==> config.mk <==
export PLATFORM = sky130hd
export DESIGN_NAME = pwr_fault_supervisor
export DESIGN_NICKNAME = d
export VERILOG_FILES = /design/src/rtl/pfs_pkg.sv /design/src/rtl/pfs_sync.sv /design/src/rtl/pfs_oc_filter.sv /design/src/rtl/pfs_fault_ctl.sv /design/src/rtl/pwr_fault_supervisor.sv
export SDC_FILE = /design/constraint.sdc
export NUM_CORES = 1
export LEC_CHECK = 0
export BUFFER_PORTS_ARGS = -buffer_cell sky130_fd_sc_hd__buf_2
export CAP_MARGIN = 20
export CORE_UTILIZATION = 31
export DETAILED_ROUTE_END_ITERATION = 6
export GPL_TIMING_DRIVEN = 0
export PLACE_DENSITY = 0.61
export SYNTH_ARGS = -nofsm -noshare
export SYNTH_HDL_FRONTEND = slang
export SYNTH_SLANG_ARGS = --single-unit
==> constraint.sdc <==
create_clock -name clk -period 1.1 [get_ports clk]
set_input_delay 0 -clock clk [delete_from_list [all_inputs] [get_ports clk]]
set_output_delay 0 -clock clk [all_outputs]
set_load 0.01 [all_outputs]
==> src/rtl/pfs_pkg.sv <==
package pfs_pkg;
   // width of a counter that holds values 0 .. n-1
   function automatic int unsigned cnt_width(input int unsigned n);
      return (n < 2) ? 1 : $clog2(n);
   endfunction
endpackage

==> src/rtl/pfs_sync.sv <==
module pfs_sync #(
   parameter int unsigned STAGES = 2,
   parameter int unsigned WIDTH  = 2
) (
   input  logic             clk,
   input  logic             rst_n,
   input  logic [WIDTH-1:0] d,
   output logic [WIDTH-1:0] q
);
   if (STAGES < 2) begin : g_bad_stages
      $error("pfs_sync: STAGES must be at least 2");
   end

   logic [WIDTH-1:0] stg [STAGES];

   for (genvar k = 0; k < STAGES; k++) begin : g_stage
      if (k == 0) begin : g_first
         always_ff @(posedge clk or negedge rst_n) begin
            if (!rst_n) stg[k] <= '0;
            else        stg[k] <= d;
         end
      end else begin : g_next
         always_ff @(posedge clk or negedge rst_n) begin
            if (!rst_n) stg[k] <= '0;
            else        stg[k] <= stg[k-1];
         end
      end
   end

   assign q = stg[STAGES-1];
endmodule

==> src/rtl/pfs_oc_filter.sv <==
module pfs_oc_filter #(
   parameter int unsigned CONFIRM = 8
) (
   input  logic clk,
   input  logic rst_n,
   input  logic arm,
   input  logic oc_in,
   output logic trip
);
   localparam int unsigned CNT_W = pfs_pkg::cnt_width(CONFIRM);
   localparam logic [CNT_W-1:0] LAST = CNT_W'(CONFIRM - 1);

   if (CONFIRM < 2) begin : g_bad_confirm
      $error("pfs_oc_filter: CONFIRM must be at least 2");
   end

   logic [CNT_W-1:0] cnt;
   logic             armed_oc;

   assign armed_oc = arm & oc_in;
   assign trip     = armed_oc & (cnt == LAST);

   always_ff @(posedge clk or negedge rst_n) begin
      if (!rst_n)                cnt <= '0;
      else if (!armed_oc || trip) cnt <= '0;
      else                        cnt <= cnt + 1'b1;
   end


   oc_count_hold_chk: assert property (@(posedge clk) disable iff (!rst_n)
      (cnt != '0) |-> $past(oc_in));
endmodule

==> src/rtl/pfs_fault_ctl.sv <==
module pfs_fault_ctl (
   input  logic clk,
   input  logic rst_n,
   input  logic en_s,
   input  logic ot_s,
   input  logic trip_any,
   input  logic uv_any,
   output logic fault_q,
   output logic run,
   output logic restart
);
   logic en_d;
   logic en_rise;
   logic run_d;

   assign en_rise = en_s & ~en_d;
   assign run     = en_s & ~ot_s & ~fault_q;
   assign restart = run & ~run_d;

   always_ff @(posedge clk or negedge rst_n) begin
      if (!rst_n) begin
         en_d    <= 1'b0;
         run_d   <= 1'b0;
         fault_q <= 1'b0;
      end else begin
         en_d  <= en_s;
         run_d <= run;
         if (en_rise)                         fault_q <= 1'b0;
         else if (run && (trip_any || uv_any)) fault_q <= 1'b1;
      end
   end


   fault_clear_chk: assert property (@(posedge clk) disable iff (!rst_n)
      en_rise |=> !fault_q);

   fault_sticky_chk: assert property (@(posedge clk) disable iff (!rst_n)
      (fault_q && !en_rise) |=> fault_q);

   restart_pulse_chk: assert property (@(posedge clk) disable iff (!rst_n)
      restart |=> !restart);
endmodule

==> src/rtl/pwr_fault_supervisor.sv <==
module pwr_fault_supervisor #(
   parameter int unsigned NUM_CH      = 2,
   parameter int unsigned OC_CONFIRM  = 8,
   parameter int unsigned SYNC_STAGES = 2
) (
   input  logic              clk,
   input  logic              rst_n,
   input  logic              en_pin,
   input  logic              ot_flag,
   input  logic [NUM_CH-1:0] oc_sw,
   input  logic [NUM_CH-1:0] ov_sw,
   input  logic [NUM_CH-1:0] uv_sw,
   input  logic              uv_ldo,
   input  logic [NUM_CH-1:0] pwm_hi,
   input  logic [NUM_CH-1:0] pwm_lo,
   output logic [NUM_CH-1:0] hs_en,
   output logic [NUM_CH-1:0] ls_en,
   output logic              fault_latched,
   output logic              run,
   output logic              ss_restart
);
   if (NUM_CH < 1) begin : g_bad_ch
      $error("pwr_fault_supervisor: NUM_CH must be at least 1");
   end

   logic [1:0]        sync_q;
   logic              en_s;
   logic              ot_s;
   logic [NUM_CH-1:0] trip;

   pfs_sync #(.STAGES(SYNC_STAGES), .WIDTH(2)) u_sync (
      .clk   (clk),
      .rst_n (rst_n),
      .d     ({ot_flag, en_pin}),
      .q     (sync_q)
   );
   assign en_s = sync_q[0];
   assign ot_s = sync_q[1];

   for (genvar i = 0; i < NUM_CH; i++) begin : g_ch
      pfs_oc_filter #(.CONFIRM(OC_CONFIRM)) u_oc (
         .clk   (clk),
         .rst_n (rst_n),
         .arm   (run),
         .oc_in (oc_sw[i]),
         .trip  (trip[i])
      );

      // crowbar outranks PWM; run gating outranks crowbar
      assign hs_en[i] = run & pwm_hi[i] & ~ov_sw[i];
      assign ls_en[i] = run & (pwm_lo[i] | ov_sw[i]);


      crowbar_on_chk: assert property (@(posedge clk) disable iff (!rst_n)
         (run && ov_sw[i]) |-> (ls_en[i] && !hs_en[i]));
   end

   pfs_fault_ctl u_ctl (
      .clk      (clk),
      .rst_n    (rst_n),
      .en_s     (en_s),
      .ot_s     (ot_s),
      .trip_any (|trip),
      .uv_any   ((|uv_sw) | uv_ldo),
      .fault_q  (fault_latched),
      .run      (run),
      .restart  (ss_restart)
   );


   gates_off_chk: assert property (@(posedge clk) disable iff (!rst_n)
      !run |-> ((hs_en == '0) && (ls_en == '0)));

   fault_blocks_run_chk: assert property (@(posedge clk) disable iff (!rst_n)
      fault_latched |-> !run);
endmodule

==> results of run 1 <==
## registers in the layout (all words and copies together) (netlist names)
signal / flops
u_ctl.en_d: 1
u_ctl.run_d: 1
u_ctl.fault_q: 1
g_ch.u_oc.cnt: 6
u_sync.q: 2
u_sync.stg: 2
## power by group through the flow
| stage | clock (mW) | sequential [mW] | combinational (mW) |
|---|---|---|---|
| 2_1_floorplan | 0 | 0.519 | 0.0478 |
| 3_3_place_gp | 0 | 0.518 | 0.105 |
| 3_5_place_dp | 0 | 0.518 | 0.107 |
| 4_1_cts | 0.292 | 0.507 | 0.142 |
| 5_1_grt | 0.318 | 0.510 | 0.165 |
| 6_report | 0.278 | 0.507 | 0.151 |
## metrics by stage
step                      util [%]  area, um^2
after floorplan                  -         586
after global placement        45.2         721
after detailed placement      45.2         721
after CTS                     53.1         847
after global routing          54.7         872
final                         54.7         872
## cell type report
cell class	instances	area share, %
inverter	3	2.73
timing repair buffer	29	22.8
buffer	1	1.29
sequential	13	37.3
clock buffer	4	3.01
multi-input combinational	22	29.4
tap	24	3.44
## worst max-delay path: stages (launching register included)
cell	delay, ns
sky130_fd_sc_hd__dfrtp_1	0.40
sky130_fd_sc_hd__or3b_1	0.37
sky130_fd_sc_hd__buf_6	0.15
sky130_fd_sc_hd__nor3b_2	0.15
sky130_fd_sc_hd__buf_2	0.14
## per-layer routing
| layer | routed length (um) | vias up | GRT usage, % |
|---|---|---|---|
| li1 | - | 208 | - |
| met1 | 509 | 183 | 13.8 |
| met2 | 438 | 16 | 20.6 |
| met3 | 42 | 0 | 1.22 |
| met4 | 0 | 0 | 3.64 |
| met5 | 0 | - | 0 |
## worst max-delay path by stage
stage                          end  cells past startpoint
2_1_floorplan  g_ch[0].u_oc.cnt[1]                      4
3_3_place_gp   g_ch[0].u_oc.cnt[2]                      4
3_5_place_dp         u_ctl.fault_q                      4
4_1_cts                   hs_en[1]                      4
5_1_grt                   hs_en[1]                      4
6_report                  hs_en[1]                      4
## cell families (layout without fill, tap and decap cells)
logic type | count (synthesis) | in the layout | synth area share [%]
flops | 13 | 13 | 58.6
fa+ha+maj | 4 | 4 | 9.01
simple gates | 16 | 16 | 24.3
compound gates | 2 | 2 | 3.15
buf+inv | 4 | 37 | 4.96
## placed cells by master, fill, tap and decap left out, drive strengths merged
master,n
nor2,5
nor4b,2
ha,4
inv,2
or2b,1
dlygate4sd3,3
clkbuf,4
dfrtp,13
a222oi,1
nor4,1
and4b,4
or3b,1
clkinv,1
buf,27
a22oi,1
nor3b,2
## repair_timing
action,4_1_cts,5_1_grt
hold buffers,3,0
buffers inserted,4,1
setup endpoints to repair,13,14
gates resized for setup,5,3
hold endpoints to repair,15,0
pin swaps,3,1
==> metrics.log, run 1 <==
INFO  metric timing.final.crit_share = 133%
INFO  metric dp.cells = 84
INFO  metric grt_antenna_before_repair = 0
INFO  metric grt_start_max_net_pins = 14
INFO  metric synth_most_common_cell = sky130_fd_sc_hd__dfrtp_1
INFO  metric die_height = roughly 44 um
INFO  metric finalNetCount = 92
INFO  metric power.clock.fraction = 29.7%
INFO  metric first_pass_grt_wire_length = around 1600 um
INFO  metric syn_to_final_growth = 57.0%
INFO  metric drtPass1Iterations = 4
INFO  metric timing.max_cap.violations = 0
INFO  metric globalRoute.totalOverflow = 0
INFO  metric netlist.area_leader.share = between 50% and 60%
INFO  metric ys_top_cells_by_area = sky130_fd_sc_hd__dfrtp_1 (59%), sky130_fd_sc_hd__ha_1 (9.0%), sky130_fd_sc_hd__and4b_1 (7.2%), sky130_fd_sc_hd__nor4b_4 (4.3%), sky130_fd_sc_hd__nor2_1 (3.4%)
INFO  metric launch_instance_of_the_worst_register_to_register_path = u_ctl.fault_q
INFO  metric grt_usage = between 10% and 20%
INFO  metric antenna-diode-count = 0
INFO  metric hold_path_startpoint = oc_sw[1]
INFO  metric synth_area_per_cell = around 14 um^2
INFO  metric max_slew.worst_pin.slew = about 0.28 ns
INFO  metric part_of_the_total_power_dissipated_in_sequential_elements = ~54%
INFO  metric power_switching_share = between 20% and 30%
INFO  metric die_area = just under 0.002 mm^2
INFO  metric clk_root_buffer_cell = sky130_fd_sc_hd__clkbuf_4
INFO  metric cp.required = about 1.1 ns
INFO  metric crit_path_kind = flop to output port
INFO  metric i_o_pin_count = 22
INFO  metric run_status = complete, but fails checks
INFO  metric rr_worst_depth = 5
INFO  metric internal-power = about 720 uW
INFO  metric cts_buffers = 3
INFO  metric tritoncts_clock_tree = yes
INFO  metric synth.yosys.warnings = 0
INFO  metric pre_cts_ws = -0.123 ns
INFO  metric cp-start-kind = flop
INFO  metric worstReg2RegEnd = g_ch[0].u_oc.cnt[0]
INFO  metric cp-end-kind = output port
INFO  metric postSynth.topFlopCell = sky130_fd_sc_hd__dfrtp_1
INFO  metric core_area = 0.00159 mm^2
INFO  metric synth-edff-count = 0
INFO  metric post_synth_inst_count = 39
INFO  metric rsz0062_at_grt = true
INFO  metric synth_fp_nets = 58
INFO  metric std_cell_rows = 14
INFO  metric numClockSinks = 13
INFO  metric avgViaCountPerCell = approximately 4.2
INFO  metric synth.largest_area_cell = sky130_fd_sc_hd__dfrtp_1
INFO  metric netlist-cell-type-count = 15
INFO  metric final_max_slew_viol_count = 0
INFO  metric drt.antenna.violating_nets = 0
INFO  metric fmaxAchievable = a little under 0.7 GHz
INFO  metric number_of_global_route_vias_before_repair = between 400 and 500
INFO  metric synthesis.area = 556 um^2
INFO  metric postSynth.asyncResetShare = between 90% and 100%
INFO  metric ys_seq_area_share = between 50% and 60%
INFO  metric hold_path_depth = 2
INFO  metric critical_path.max_fanout = 6
INFO  metric start_util = about a third
INFO  metric power.density_cell_area = between 1000 and 1500 mW/mm^2
INFO  metric worstPathArrival = approximately 1.5 ns
INFO  metric switching_power = approximately 210 uW
INFO  metric fin_tns_setup = -3.66 ns
INFO  metric violations = setup timing
INFO  metric remaining_drc_errors = 0
INFO  metric gpl.final_weighted_congestion = around 0.66
INFO  metric cts_htree_levels = 1
INFO  metric final_hold_viol_count = 0
INFO  metric clk_path_buf_depth = 2
INFO  metric die_width = approximately 44 um
INFO  metric nFillCells = approximately 150
INFO  metric synth_common_cells = sky130_fd_sc_hd__dfrtp_1 (13), sky130_fd_sc_hd__nor2_1 (5), sky130_fd_sc_hd__and4b_1 (4), sky130_fd_sc_hd__ha_1 (4)
INFO  metric clock_latency_at_the_later_pin_of_the_worst_skew_pair = 0.26 ns
INFO  metric multi_input_area = roughly 260 um^2
INFO  metric postRouteWirelength = between 900 and 1000 um
INFO  metric post-layout-total-power = around 940 uW
INFO  metric layout.cells.non_filler = 96
INFO  metric layout_setup_ws = -0.368 ns
INFO  metric place.detailed.hpwl = 669 um
INFO  metric setup_viol = 14
INFO  metric initialDrtViolationCount = 5
INFO  metric vias = slightly above 400
INFO  metric startpoint = u_ctl.fault_q
INFO  metric place.port_buffers = 21
INFO  metric peak_vdd_ir = about 770 uV
INFO  metric clkSlewWorstSetupHoldPaths = 0.07 ns
INFO  metric final_layout_size_suffix_gt1_share = between 50% and 60%
INFO  metric worst_clock_skew = 0.00149 ns
INFO  metric share_comb_of_total_power = 16.1%
INFO  metric regToRegSetupSlack = -0.34 ns
INFO  metric hold-path-endpoint = g_ch[1].u_oc.cnt[0]
INFO  metric timing.hold.worst.class = input pin to flop
INFO  metric final_min_period = 1.47 ns
INFO  metric yosys_register_bits = 13
INFO  metric worst_hold_slack = between 0.02 and 0.025 ns
INFO  metric max_slew_margin = between 80% and 90%
INFO  metric ff_latch_area = between 300 and 400 um^2
INFO  metric cellLeakagePower = 0.440 nW
INFO  metric drt-wirelength-per-cell = about 10 um
No activity file was read; power rests on OpenSTA's default activity.
==> inputs of run 2 (changes only) <==
--- a/config.mk
+++ b/config.mk
@@ -7,10 +7,10 @@
 export LEC_CHECK = 0
 export BUFFER_PORTS_ARGS = -buffer_cell sky130_fd_sc_hd__buf_2
 export CAP_MARGIN = 20
-export CORE_UTILIZATION = 31
+export CORE_UTILIZATION = 40
 export DETAILED_ROUTE_END_ITERATION = 6
 export GPL_TIMING_DRIVEN = 0
-export PLACE_DENSITY = 0.61
+export PLACE_DENSITY = 0.74
 export SYNTH_ARGS = -nofsm -noshare
 export SYNTH_HDL_FRONTEND = slang
 export SYNTH_SLANG_ARGS = --single-unit
==> run 2 against run 1 <==
  * The run still ends with setup timing left
  * Combinational power is 9% higher
  * Sequential cell count unchanged
  * Via count is 4.7% higher
  * First-iteration DRC count unchanged
  * Count of clock-buffer cells in the layout did not move
  * Routed wire length shrank 6.2%
  * Critical path depth decreased by 1
  * Register-to-register slack better by 0.05 ns
  * Sequential power about the same
  * Largest power group unchanged
  * Highest routed layer unchanged
==> metrics.log, run 2 (same netlist as run 1, synthesis figures left out) <==
INFO  metric avgViaCountPerCell = 4.73 (+12%)
INFO  metric fin_area = 883 um^2 (+1.3%)
INFO  metric drtPass1Iterations = 5 (+1)
INFO  metric layout_setup_ws = -0.302 ns (+0.0652 ns)
INFO  metric globalRoute.totalOverflow = 0 (unchanged)
INFO  metric largest_reg_flops = 6 (unchanged)
INFO  metric max_flop_register = g_ch.u_oc.cnt
INFO  metric worst_clock_skew = 0.00288 ns (+0.00139 ns)
INFO  metric remaining_drc_errors = 0 (unchanged)
INFO  metric detailed_place.area = 709 um^2 (-1.6%)
INFO  metric pre_cts_ws = -0.129 ns (-0.00593 ns)
INFO  metric max_slew_margin = 82.0% (+0.90 points)
INFO  metric path_buf_inv = 1 (-1)
INFO  metric slowest_stage = sky130_fd_sc_hd__or3b_4
INFO  metric cts_buffers = 3 (unchanged)
INFO  metric grt_usage = 14.7% (+3.4 points)
INFO  metric initialDrtViolationCount = 5 (unchanged)
INFO  metric worst_path_dominant_cell_family = simple AND/OR/NAND/NOR gates
INFO  metric timing.final.crit_share = 127% (-5.9 points)
INFO  metric tritoncts_clock_tree = yes
INFO  metric die_height = 39.3 um (-11%)
INFO  metric fin_tns_setup = -3.37 ns (+0.293 ns)
INFO  metric peak_vdd_ir = 974 uV (+26%)
INFO  metric cp_num_cells = 3 (-1)
INFO  metric cts_htree_levels = 1 (unchanged)
INFO  metric worstPathArrival = 1.40 ns (-0.07 ns)
INFO  metric run_status = complete, but fails checks
INFO  metric final_max_slew_viol_count = 0 (unchanged)
INFO  metric clkSlewWorstSetupHoldPaths = 0.07 ns (about the same)
INFO  metric i_o_pin_count = 22 (unchanged)
INFO  metric first_pass_grt_wire_length = 1380 um (-16%)
INFO  metric setup_viol = 14 (unchanged)
INFO  metric vias = 426 (+4.7%)
INFO  metric post-layout-total-power = 951 uW (+1.7%)
INFO  metric power.density_cell_area = 1080 mW/mm^2 (+0.39%)
INFO  metric hold_path_depth = 2 (unchanged)
INFO  metric cellLeakagePower = 0.453 nW (+2.8%)
INFO  metric layout.core_utilization = 67.9% (+13 points)
INFO  metric clk_path_buf_depth = 2 (unchanged)
INFO  metric place.port_buffers = 21 (unchanged)
INFO  metric final_min_period = 1.40 ns (-0.0652 ns)
INFO  metric crit_path_kind = flop to output port
INFO  metric grt_start_max_net_pins = 14 (unchanged)
INFO  metric postRouteWirelength = 930 um (-6.2%)
INFO  metric gpl.final_weighted_congestion = 0.678 (+2.5%)
INFO  metric die_width = 39.3 um (-11%)
INFO  metric dp.cells = 75 (-11%)
INFO  metric drt.antenna.violating_nets = 0 (unchanged)
INFO  metric start_util = 42.7% (+7.8 points)
INFO  metric cp-end-kind = output port
INFO  metric violations = setup timing
INFO  metric crit_path_cell_trace = or3b_4 > nor3b_2 > buf_2
INFO  metric layout.cells.non_filler = 90 (-6.3%)
INFO  metric worst_hold_slack = 0.0363 ns (+0.0154 ns)
INFO  metric layout_commonest_cell = sky130_fd_sc_hd__buf_2
INFO  metric drt-wirelength-per-cell = 10.3 um (+0.10%)
INFO  metric timing.max_cap.violations = 0 (unchanged)
INFO  metric clk_root_buffer_cell = sky130_fd_sc_hd__clkbuf_4
INFO  metric core_area = 0.00130 mm^2 (-18%)
INFO  metric cp.required = 1.10 ns (about the same)
INFO  metric grt_antenna_before_repair = 0 (unchanged)
INFO  metric antenna-diode-count = 0 (unchanged)
INFO  metric commonest_non_fill_non_tap_cells_in_the_layout = sky130_fd_sc_hd__buf_2 (20), sky130_fd_sc_hd__dfrtp_1 (13), sky130_fd_sc_hd__nor2_1 (5), sky130_fd_sc_hd__buf_6 (5)
INFO  metric syn_to_final_growth = 59.0%
INFO  metric numClockSinks = 13 (unchanged)
INFO  metric rsz0062_at_grt = true
INFO  metric number_of_global_route_vias_before_repair = 365 (-12%)
INFO  metric cp-start-kind = flop
INFO  metric max_slew.worst_pin.slew = 0.270 ns (-0.0135 ns)
INFO  metric timing.hold.worst.class = input pin to flop
INFO  metric fmaxAchievable = 0.713 GHz (+4.6%)
INFO  metric final_layout_size_suffix_gt1_share = 57.3% (+1.8 points)
INFO  metric clock_latency_at_the_later_pin_of_the_worst_skew_pair = 0.27 ns (about the same)
INFO  metric rr_worst_depth = 4 (-1)
INFO  metric die_area = 0.00154 mm^2 (-22%)
INFO  metric timing.critical_path.slowest_cell_delay = 0.45 ns (+0.05 ns)
INFO  metric finalNetCount = 95 (+3.3%)
INFO  metric nFillCells = 102 (-30%)
INFO  metric std_cell_rows = 13 (-1)
INFO  metric critical_path.max_fanout = 6 (unchanged)
INFO  metric final_hold_viol_count = 0 (unchanged)
## run 2: worst reg2reg max path, cell delays in order (launching register included)
cell and delay [ns]:
sky130_fd_sc_hd__dfrtp_1 0.38, sky130_fd_sc_hd__or3b_4 0.45, sky130_fd_sc_hd__buf_12 0.16, sky130_fd_sc_hd__buf_6 0.11
sky130_fd_sc_hd__nor4b_4 0.20
## run 2: area by class of cell
type / count / area, um^2 / area share, %
timing repair buffer: 33 / 239 / 27.1
tap: 15 / 18.8 / 2.12
inverter: 3 / 23.8 / 2.69
clock buffer: 4 / 26.3 / 2.97
sequential: 13 / 325 / 36.8
multi-input combinational: 22 / 250 / 28.3
## run 2: final timing paths
path / start / to / slack [ns]
setup / recovery: u_sync.q[1] / hs_en[1] / -0.30
hold / removal: oc_sw[0] / g_ch[0].u_oc.cnt[0] / 0.04
setup reg to reg: u_sync.q[1] / g_ch[1].u_oc.cnt[0] / -0.29
hold reg to reg: u_sync.stg[2] / u_sync.q[0] / 0.35
max in group asynchronous: rst_n / u_ctl.en_d / 0.76
min in group asynchronous: rst_n / g_ch[0].u_oc.cnt[0] / 0.13
## run 2: power breakdown
group,switching [mW],internal [mW]
logic,0.0675,0.0968
clock network,0.140,0.140
registers,0.00905,0.497
total,0.217,0.734
## run 2: what timing repair did
item                                    4_1_cts  5_1_grt
buffers inserted                              6        2
cloned                                        0        0
endpoints found under the setup margin       13       14
pin swaps                                     5        3
hold endpoints to repair                     15        1
hold buffers                                  3        1
resized for setup                             7        2
## run 2: metal layers
layer,GRT usage (%),vias up,routed length (um)
li1,-,214,-
met1,14.8,195,407
met2,26.3,17,468
met3,5.11,0,54
met4,7.76,0,0
met5,0,-,0
==> inputs of run 3 (changes only) <==
--- a/config.mk
+++ b/config.mk
@@ -9,7 +9,6 @@
 export CAP_MARGIN = 20
 export CORE_UTILIZATION = 40
 export DETAILED_ROUTE_END_ITERATION = 6
-export GPL_TIMING_DRIVEN = 0
 export PLACE_DENSITY = 0.74
 export SYNTH_ARGS = -nofsm -noshare
 export SYNTH_HDL_FRONTEND = slang
==> run 3 against run 2 <==
  * The run still ends with setup timing left
  * Hold slack got worse by 0.023 ns
  * Sequential power about the same
  * Via count increased by 5.6%
  * Critical path type unchanged
  * Maximum frequency decreased by 3.5%
  * Final area increased by 4.8%
  * Cell count increased by 3.3%
  * Routed wire length increased by 40%
  * Critical endpoint unchanged
  * Sequential cell count unchanged
  * Critical path depth unchanged
  * Die area unchanged
  * Register-to-register slack about the same
  * Clock power increased by 3%
==> metrics.log, run 3 (same netlist as run 1, synthesis figures left out) <==
INFO  metric slowest_stage = sky130_fd_sc_hd__or3b_4
INFO  metric worst_clock_skew = 0.00753 ns (+0.00465 ns)
INFO  metric cts_htree_levels = 1 (unchanged)
INFO  metric numClockSinks = 13 (unchanged)
INFO  metric final_min_period = 1.45 ns (+0.0507 ns)
INFO  metric first_pass_grt_wire_length = 1680 um (+21%)
INFO  metric layout.core_utilization = 71.2% (+3.3 points)
INFO  metric rsz0062_at_grt = true
INFO  metric final_hold_viol_count = 0 (unchanged)
INFO  metric startpoint = u_sync.q[1]
INFO  metric hold_path_depth = 2 (unchanged)
INFO  metric syn_to_final_growth = 66.7%
INFO  metric place.detailed.hpwl = 849 um
INFO  metric globalRoute.totalOverflow = 0 (unchanged)
INFO  metric violations = setup timing
INFO  metric critical_path.max_fanout = 8 (+2)
INFO  metric grt_start_max_net_pins = 14 (unchanged)
INFO  metric launch_instance_of_the_worst_register_to_register_path = u_sync.q[1]
INFO  metric timing.max_cap.violations = 0 (unchanged)
INFO  metric fmaxAchievable = 0.688 GHz (-3.5%)
INFO  metric grt_usage = 17.6% (+2.8 points)
INFO  metric avgViaCountPerCell = 4.84 (+2.2%)
INFO  metric i_o_pin_count = 22 (unchanged)
INFO  metric number_of_global_route_vias_before_repair = 407 (+12%)
INFO  metric nFillCells = 94 (-7.8%)
INFO  metric cts_buffers = 3 (unchanged)
INFO  metric clk_path_buf_depth = 2 (unchanged)
INFO  metric die_width = 39.3 um (unchanged)
INFO  metric final_layout_size_suffix_gt1_share = 60.3% (+2.9 points)
INFO  metric timing.final.crit_share = 132% (+4.6 points)
INFO  metric regToRegSetupSlack = -0.30 ns (about the same)
INFO  metric worstPathArrival = 1.45 ns (+0.05 ns)
INFO  metric crit_path_kind = flop to output port
INFO  metric peak_vdd_ir = 651 uV (-33%)
INFO  metric final_max_slew_viol_count = 0 (unchanged)
INFO  metric finalNetCount = 98 (+3.2%)
INFO  metric cellLeakagePower = 0.474 nW (+4.6%)
INFO  metric run_status = complete, but fails checks
INFO  metric crit_end = hs_en[1]
INFO  metric die_height = 39.3 um (unchanged)
INFO  metric timing.critical_path.slowest_cell_delay = 0.46 ns (about the same)
INFO  metric drt-wirelength-per-cell = 14.0 um (+35%)
INFO  metric cp.required = 1.10 ns (about the same)
INFO  metric core_area = 0.00130 mm^2 (unchanged)
INFO  metric clk_root_buffer_cell = sky130_fd_sc_hd__clkbuf_4
INFO  metric postRouteWirelength = 1300 um (+40%)
INFO  metric remaining_drc_errors = 0 (unchanged)
INFO  metric post-layout-total-power = 980 uW (+3.0%)
INFO  metric initialDrtViolationCount = 9 (+4)
INFO  metric tritoncts_clock_tree = yes
INFO  metric cp-end-kind = output port
INFO  metric worst_hold_slack = 0.0132 ns (-0.0230 ns)
INFO  metric fin_area = 926 um^2 (+4.8%)
INFO  metric timing.hold.worst.class = input pin to flop
INFO  metric crit_path_cell_trace = or3b_4 > nor3b_2 > buf_2
INFO  metric drtPass1Iterations = 4 (-1)
INFO  metric std_cell_rows = 13 (unchanged)
INFO  metric clkSlewWorstSetupHoldPaths = 0.08 ns (about the same)
INFO  metric die_area = 0.00154 mm^2 (unchanged)
INFO  metric clock_latency_at_the_later_pin_of_the_worst_skew_pair = 0.27 ns (about the same)
INFO  metric layout_setup_ws = -0.353 ns (-0.0507 ns)
INFO  metric vias = 450 (+5.6%)
INFO  metric antenna-diode-count = 0 (unchanged)
INFO  metric drt.antenna.violating_nets = 0 (unchanged)
INFO  metric cp-start-kind = flop
INFO  metric layout_commonest_cell = sky130_fd_sc_hd__buf_2
INFO  metric worstReg2RegEnd = g_ch[1].u_oc.cnt[0]
INFO  metric largest_reg_flops = 6 (unchanged)
INFO  metric detailed_place.area = 736 um^2 (+3.7%)
INFO  metric max_flop_register = g_ch.u_oc.cnt
INFO  metric gpl.final_weighted_congestion = 0.692 (+2.1%)
INFO  metric max_slew_margin = 73.5% (-8.5 points)
INFO  metric start_util = 42.7% (unchanged)
INFO  metric power.density_cell_area = 1060 mW/mm^2 (-1.7%)
INFO  metric commonest_non_fill_non_tap_cells_in_the_layout = sky130_fd_sc_hd__buf_2 (20), sky130_fd_sc_hd__dfrtp_1 (13), sky130_fd_sc_hd__buf_4 (6)
INFO  metric rr_worst_depth = 4 (unchanged)
INFO  metric grt_antenna_before_repair = 0 (unchanged)
INFO  metric place.port_buffers = 21 (unchanged)
INFO  metric max_slew.worst_pin.slew = 0.394 ns (+0.123 ns)
INFO  metric setup_viol = 14 (unchanged)
run 3: how the worst min path moves through the flow:
stage	from	slack, ns	to
final	oc_sw[1]	0.01	g_ch[1].u_oc.cnt[0]
after global routing	oc_sw[1]	0.003	g_ch[1].u_oc.cnt[0]
after CTS	oc_sw[1]	0.005	g_ch[1].u_oc.cnt[0]
after detailed placement	rst_n	-0.10	u_sync.stg[2]
after global placement	rst_n	-0.11	u_sync.stg[2]
after floorplan	rst_n	-0.30	g_ch[0].u_oc.cnt[0]
run 3: report_power, final:
part           leakage, nW  switching (mW)  internal, mW
clock network       0.0177           0.153         0.134
logic                0.289          0.0794         0.107
registers            0.167         0.00909         0.497
run 3: metal layers:
metal | vias to the layer above | share of wire [%] | track usage, %
li1 | 221 | - | -
met1 | 214 | 39 | 17.9
met2 | 15 | 56 | 33.8
met3 | 0 | 4.6 | 3.41
met4 | 0 | 0 | 7.76
met5 | - | 0 | 0
run 3: final cells by class:
type	count	area (um^2)	area share, %
Clock inverter	1	5.00	0.541
Clock buffer	3	22.5	2.43
Sequential cell	13	325	35.1
Tap cell	15	18.8	2.03
Multi-Input combinational cell	22	269	29.1
Inverter	3	23.8	2.57
Timing Repair Buffer	36	262	28.2
run 3: critical path: cells and delay by family (launching register included):
family                 cells  cell delay [ns]
and+or+nand+nor            2             0.65
DFF                        1             0.38
buffers and inverters      1             0.15
run 3: metrics by stage:
stage | std cells | setup TNS (ns) | worst slack [ns]
finish | 93 | -3.61 | -0.353
global route | 93 | -4.47 | -0.442
CTS | 90 | -3.92 | -0.405
detailed placement | 79 | -1.25 | -0.157
global placement | 79 | -0.932 | -0.110
floorplan | 39 | -0.865 | -0.122
run 3: timing repair:
item / CTS / global route
gates cloned: 0 / 0
endpoints found under the setup margin: 13 / 14
buffers inserted: 4 / 3
endpoints found under the hold margin: 15 / 1
hold buffers: 3 / 1
pin swaps: 8 / 4
gates resized for setup: 7 / 6
